==> src/rtl/gcd_pkg.sv <==
package gcd_pkg;

  // bus source indices (one-hot select positions)
  localparam int SRC_IN_A  = 0;
  localparam int SRC_IN_B  = 1;
  localparam int SRC_REG_A = 2;
  localparam int SRC_REG_B = 3;
  localparam int SRC_ALU   = 4;
  localparam int NSRC      = 5;

  typedef enum logic [3:0] {
    ST_IDLE    = 4'd0,
    ST_LOAD_A  = 4'd1,
    ST_LOAD_B  = 4'd2,
    ST_COMPARE = 4'd3,
    ST_SUB_A   = 4'd4,
    ST_SUB_B   = 4'd5,
    ST_GUARD_A = 4'd6,
    ST_GUARD_B = 4'd7,
    ST_DONE    = 4'd8
  } state_e;

  typedef struct packed {
    logic [NSRC-1:0] drv;
    logic            ld_a;
    logic            ld_b;
    logic            fn;
    logic            done;
  } ctrl_t;

  // Moore decode: control word as a pure function of the state
  function automatic ctrl_t decode(state_e s);
    ctrl_t c;
    c = '0;
    case (s)
      ST_LOAD_A:  begin c.drv[SRC_IN_A] = 1'b1; c.ld_a = 1'b1; end
      ST_LOAD_B:  begin c.drv[SRC_IN_B] = 1'b1; c.ld_b = 1'b1; end
      ST_COMPARE: c.fn = 1'b0;
      ST_SUB_A:   begin c.drv[SRC_ALU] = 1'b1; c.ld_a = 1'b1; c.fn = 1'b0; end
      ST_SUB_B:   begin c.drv[SRC_ALU] = 1'b1; c.ld_b = 1'b1; c.fn = 1'b1; end
      ST_GUARD_A: begin c.drv[SRC_IN_A] = 1'b1; c.ld_a = 1'b1; end
      ST_GUARD_B: begin c.drv[SRC_IN_B] = 1'b1; c.ld_a = 1'b1; end
      ST_DONE:    c.done = 1'b1;
      default:    c = '0;
    endcase
    return c;
  endfunction

endpackage

==> src/rtl/gcd_ldreg.sv <==
module gcd_ldreg #(
  parameter int W = 8
) (
  input  logic         clk,
  input  logic         rst,
  input  logic         ld,
  input  logic [W-1:0] d,
  output logic [W-1:0] q
);
  logic [W-1:0] q_nxt;

  // feedback multiplexer instead of a gated clock
  always_comb q_nxt = ld ? d : q;

  always_ff @(posedge clk) begin
    if (rst) q <= '0;
    else     q <= q_nxt;
  end
endmodule

==> src/rtl/gcd_alu.sv <==
module gcd_alu #(
  parameter int W = 8
) (
  input  logic [W-1:0] a,
  input  logic [W-1:0] b,
  input  logic         fn,
  output logic [W-1:0] diff,
  output logic         z,
  output logic         n
);
  localparam int WX = W + 1;

  logic [WX-1:0] ext_a, ext_b, minuend, subtrahend, full;

  always_comb begin
    ext_a      = {1'b0, a};
    ext_b      = {1'b0, b};
    minuend    = fn ? ext_b : ext_a;
    subtrahend = fn ? ext_a : ext_b;
    full       = minuend - subtrahend;
    diff       = full[W-1:0];
    z          = (full == '0);
    n          = full[WX-1];
  end
endmodule

==> src/rtl/gcd_datapath.sv <==
module gcd_datapath
  import gcd_pkg::*;
#(
  parameter int W = 8
) (
  input  logic            clk,
  input  logic            rst,
  input  logic [W-1:0]    opnd_a,
  input  logic [W-1:0]    opnd_b,
  input  logic [NSRC-1:0] drv,
  input  logic            ld_a,
  input  logic            ld_b,
  input  logic            fn,
  output logic            z,
  output logic            n,
  output logic            a_zero,
  output logic            b_zero,
  output logic [W-1:0]    reg_a
);
  logic [W-1:0] reg_b;
  logic [W-1:0] alu_y;
  logic [W-1:0] bus;
  logic [W-1:0] src  [NSRC];
  logic [W-1:0] term [NSRC];

  assign src[SRC_IN_A]  = opnd_a;
  assign src[SRC_IN_B]  = opnd_b;
  assign src[SRC_REG_A] = reg_a;
  assign src[SRC_REG_B] = reg_b;
  assign src[SRC_ALU]   = alu_y;

  // shared bus: AND-OR of one-hot selected drivers
  for (genvar gi = 0; gi < NSRC; gi++) begin : g_drv
    assign term[gi] = drv[gi] ? src[gi] : '0;
  end

  always_comb begin
    bus = '0;
    for (int i = 0; i < NSRC; i++) bus = bus | term[i];
  end

  gcd_ldreg #(.W(W)) u_reg_a (.clk(clk), .rst(rst), .ld(ld_a), .d(bus), .q(reg_a));
  gcd_ldreg #(.W(W)) u_reg_b (.clk(clk), .rst(rst), .ld(ld_b), .d(bus), .q(reg_b));

  gcd_alu #(.W(W)) u_alu (
    .a(reg_a), .b(reg_b), .fn(fn), .diff(alu_y), .z(z), .n(n)
  );

  // start-time guard on the operand inputs
  assign a_zero = (opnd_a == '0);
  assign b_zero = (opnd_b == '0);
endmodule

==> src/rtl/gcd_ctrl.sv <==
module gcd_ctrl
  import gcd_pkg::*;
(
  input  logic  clk,
  input  logic  rst,
  input  logic  start,
  input  logic  z,
  input  logic  n,
  input  logic  a_zero,
  input  logic  b_zero,
  output ctrl_t ctrl
);
  state_e state, state_nxt;

  always_comb begin
    state_nxt = state;
    case (state)
      ST_IDLE, ST_DONE: begin
        if (start) begin
          if (b_zero)      state_nxt = ST_GUARD_A;
          else if (a_zero) state_nxt = ST_GUARD_B;
          else             state_nxt = ST_LOAD_A;
        end
      end
      ST_LOAD_A:  state_nxt = ST_LOAD_B;
      ST_LOAD_B:  state_nxt = ST_COMPARE;
      ST_COMPARE: begin
        if (z)      state_nxt = ST_DONE;
        else if (n) state_nxt = ST_SUB_B;
        else        state_nxt = ST_SUB_A;
      end
      ST_SUB_A, ST_SUB_B:     state_nxt = ST_COMPARE;
      ST_GUARD_A, ST_GUARD_B: state_nxt = ST_DONE;
      default:                state_nxt = ST_IDLE;
    endcase
  end

  // state and its decoded control word are both registered
  always_ff @(posedge clk) begin
    if (rst) begin
      state <= ST_IDLE;
      ctrl  <= '0;
    end else begin
      state <= state_nxt;
      ctrl  <= decode(state_nxt);
    end
  end
endmodule

==> src/rtl/gcd_sub_engine.sv <==
module gcd_sub_engine
  import gcd_pkg::*;
#(
  parameter int W = 8
) (
  input  logic         clk,
  input  logic         rst,
  input  logic         start,
  input  logic [W-1:0] opnd_a,
  input  logic [W-1:0] opnd_b,
  output logic         done,
  output logic [W-1:0] result
);
  ctrl_t ctrl;
  logic  z_flag, n_flag, a_zero, b_zero;

  gcd_ctrl u_ctrl (
    .clk(clk), .rst(rst), .start(start),
    .z(z_flag), .n(n_flag), .a_zero(a_zero), .b_zero(b_zero),
    .ctrl(ctrl)
  );

  gcd_datapath #(.W(W)) u_dp (
    .clk(clk), .rst(rst),
    .opnd_a(opnd_a), .opnd_b(opnd_b),
    .drv(ctrl.drv), .ld_a(ctrl.ld_a), .ld_b(ctrl.ld_b), .fn(ctrl.fn),
    .z(z_flag), .n(n_flag), .a_zero(a_zero), .b_zero(b_zero),
    .reg_a(result)
  );

  assign done = ctrl.done;
endmodule

==> config.mk <==
export PLATFORM = sky130hd
export DESIGN_NAME = gcd_sub_engine
export DESIGN_NICKNAME = d
export VERILOG_FILES = /design/src/rtl/gcd_pkg.sv /design/src/rtl/gcd_ldreg.sv /design/src/rtl/gcd_alu.sv /design/src/rtl/gcd_datapath.sv /design/src/rtl/gcd_ctrl.sv /design/src/rtl/gcd_sub_engine.sv
export SDC_FILE = /design/constraint.sdc
export NUM_CORES = 1
export LEC_CHECK = 0
export ABC_AREA = 1
export BUFFER_PORTS_ARGS = -buffer_cell sky130_fd_sc_hd__buf_2
export CORE_MARGIN = 1.5
export CORE_UTILIZATION = 51
export CTS_CLUSTER_SIZE = 25
export DETAILED_ROUTE_END_ITERATION = 8
export PLACE_DENSITY = 0.74
export SYNTH_ARGS = -nofsm -noshare
export SYNTH_HDL_FRONTEND = slang
export SYNTH_SLANG_ARGS = --single-unit
==> constraint.sdc <==
create_clock -name clk -period 2.8 [get_ports clk]
set_input_delay 0.28 -clock clk [delete_from_list [all_inputs] [get_ports clk]]
set_output_delay 0.28 -clock clk [all_outputs]
set_load 0.005 [all_outputs]
==> summary.md <==
| Metric | Value |
|---|---|
| Fmax achieved | 393.1 MHz |
| P&R area growth vs syn | 10.82% |
| Max-Cap Viols | 0 |
| Drt drc | 0 |
| Most frequent cell after synthesis | nand2_1 |
| Routed Antenna Nets | 0 |
| Num Clock Sinks | 27 |
| RR Startpoint | u_ctrl.ctrl[1]$_SDFF_PP0_ |
| RSZ-0062 raised after global routing | false |
| CP max FO | 13 |
| Worst EP arrival | 2.79 ns |
| I/O Pins | 28 |
| Core area | roughly 3400 um^2 |
| Setup TNS | 0 ns |
| Total GRT Usage | 22.73% |
| Top post-synthesis cells by area | dfxtp_1 30%, nand2_1 14%, inv_1 9.5% |
| First-pass GRT wire length | 7189 um |
| # rows | 21 |
| Cell area after layout | 2024 um^2 |
| IR drop worst, VDD | between 0.0003 and 0.0004 V |
| Die X | 62.85 um |
| Share of layout cells above drive strength 1 | 13.25% |
| Internal | 0.8372 mW |
| Cts bufs inserted | 3 |
| Die area | 3950 um^2 |
| Avg Cell Area, Syn | 6.213 um^2 |
| Sw frac | 47.30% |
| Detailed Route WL | 4233 um |
| Status | complete, no violations |
| Net load switching power | about 0.75 mW |
| Clock skew | 0.002396 ns |
| Clk Latency, worst-skew pair | 0.33 ns |
| Vias in the first global route | 1657 |
| Fin nets | 346 |
| CP Capture Type | flip-flop |
| PwrDens | around 780 nW/um^2 |
| Per-cell routed wire length | approximately 12 um |
| Syn. warnings | 0 |
| Post-synth EDFFs | 0 |
| Vias | 1878 |
| DRT iter0 DRCs | 118 |
| Setup-failing EPs final | 0 |
| Hold EP | u_dp.u_reg_a.q[4]$_SDFFE_PP0P_ |
| FF-to-FF End | u_ctrl.ctrl[3]$_SDFF_PP0_ |
| Fin. Hold Viols | 0 |
| Worst slew margin | 69.17% |
| Longest Clk Path Bufs | 2 |
| Clock network power share | between 10 and 15% |
| Kind of critical path | flip-flop to flip-flop |
| Slew Limit Fails | 0 |
| R2R setup slack | about 0.26 ns |
| Drt pass-1 iters | 4 |
| Worst Hold Depth | 5 |
| CP startpoint kind | flip-flop |
| Initial Util | 53.89% |
| Hold path startpoint | opnd_b[4] |
| Worst min path class | primary input to flip-flop |
| Routability cong. | 0.9296 |
| Least-Margin Pin Slew | 0.4625 ns |
| Worst hold margin | around 0.3 ns |
| Largest net degree at the start of global routing | 25 |
| Share of the synthesized area in the top cell type | between 20% and 30% |
| Reg power frac | 32.2% |
| Clk root buf | clkbuf_4 |
| Leakage Power | about 1.1 nW |
| Crit share post-route | 90.85% |
| Fin crit period | 2.544 ns |
| Async SR Flop Fraction | 0% |
| CTS H-tree depth | 1 |
| Synthesized area | 1827 um^2 |
| Combinational Power Share | 56.8% |
| Distinct cell type count of the synthesized netlist | 26 |
| Most used DFF post-synth | dfxtp_1 |
| Worst EP required | 3.05 ns |
| Synthesized instance count | 294 |
| CTS tree | built |
| Grt total ovfl | 0 |
| Sequential element share of the synthesized area | 29.59% |
| Placed inst area | ~2000 um^2 |
| Chip Height | 62.85 um |
| Leading area contributor after synthesis | dfxtp_1 |
| Most frequent cells after synthesis | 68 x nand2_1, 46 x inv_1, 33 x nor2_1, 32 x o21ai_0, 27 x dfxtp_1 |
| # Post-CTS Setup Buffers | 0 |
| #FFs+latches synth | 27 |
| Ant. Diodes | 0 |
| Post-synthesis net count | 322 |
| PortBufs | 27 |
| Clock-pin slew on the worst setup and hold paths | around 0.15 ns |
| Vias per cell | 5.174 |
| Worst r2r path cells | 16 |
| Initial antenna violation count | 0 |
| DPL Wire Length | 3408 um |
## logic make-up after synthesis
logic type | share of synthesized area [%]
XOR/XNOR | 0.4795
buffers and inverters | 11.30
flip-flops | 29.59
adder cells (fa/ha/maj) | 6.576
AND/OR/NAND/NOR | 34.93
AO/OA/AOI/OAI | 17.12
## placed cells by master, fill, tap and decap left out, drive strengths merged
master,n
o211ai,2
inv,46
dfxtp,27
nand4,4
a31oi,1
a22o,1
nand2,71
a21boi,1
nand3,25
o211a,1
nand3b,4
clkinv,1
buf,28
o21ai,32
ha,8
nor3,3
clkbuf,3
fa,1
nor2,35
xor2,1
o22ai,2
a21oi,17
or2,2
nor4,1
## power by group through the flow
stage               sequential [mW]  combinational [mW]  clock (mW)
CTS                           0.512               0.894       0.178
global placement              0.520               0.885           0
floorplan                     0.501               0.714           0
global route                  0.523                1.04       0.196
finish                        0.511               0.903       0.175
detailed placement            0.521               0.889           0
## metrics by stage
step                total power [mW]  util [%]  cells  setup slack, ns
floorplan                      1.215         -    294          0.01025
global placement               1.405     58.80    359           0.2026
detailed placement             1.411     58.80    359           0.1293
CTS                            1.584     59.62    363           0.1065
global route                   1.763     59.73    363          0.03432
finish                         1.589     59.73    363           0.2562
## worst max-delay path, cell delays in order, from the launching register on
cell     delay, ns
dfxtp_4       0.43
nand2_1       0.07
o21ai_1       0.11
ha_1          0.17
inv_1         0.05
fa_1          0.45
or2_2         0.30
nor2_1        0.10
nand3_1       0.10
nor2_1        0.12
nand4_1       0.14
nand2_1       0.11
nand2_1       0.07
nand3_1       0.07
nand2_1       0.05
nand2_1       0.07
nand2_1       0.05
## state kept, by name, summed over array words and instances, names as in the netlist
name and cells:
u_ctrl.ctrl 7, u_dp.u_reg_b.q 8, u_ctrl.state 4, u_dp.u_reg_a.q 8
## how the worst max path moves through the flow
stage / cells past startpoint / startpoint / to
floorplan: 17 / u_ctrl.ctrl[1]$_SDFF_PP0_ / u_ctrl.ctrl[3]$_SDFF_PP0_
global placement: 16 / u_ctrl.ctrl[1]$_SDFF_PP0_ / u_ctrl.ctrl[3]$_SDFF_PP0_
detailed placement: 16 / u_ctrl.ctrl[1]$_SDFF_PP0_ / u_ctrl.ctrl[3]$_SDFF_PP0_
CTS: 16 / u_ctrl.ctrl[1]$_SDFF_PP0_ / u_ctrl.ctrl[3]$_SDFF_PP0_
global route: 16 / u_ctrl.ctrl[1]$_SDFF_PP0_ / u_ctrl.ctrl[3]$_SDFF_PP0_
finish: 16 / u_ctrl.ctrl[1]$_SDFF_PP0_ / u_ctrl.ctrl[3]$_SDFF_PP0_
## metal layers
layer	global-route usage [%]	routed length [um]
met3	3.243	178
met5	0	0
met4	8.333	68
met1	30.02	2055
met2	37.63	1930
## layout make-up
type | count | area [um^2]
tap | 46 | 57.56
multi-input combinational | 212 | 1080
timing repair buffer | 28 | 142.6
fill | 342 | 1365
clock inverter | 1 | 5.005
inverter | 46 | 172.7
clock buffer | 3 | 22.52
sequential | 27 | 544.3
## timing repair
item                       CTS  global route
setup endpoints to repair    0             4
resized for setup            0             5
hold buffers                 0             0
Note: power is estimated with default switching activity, not from simulation.
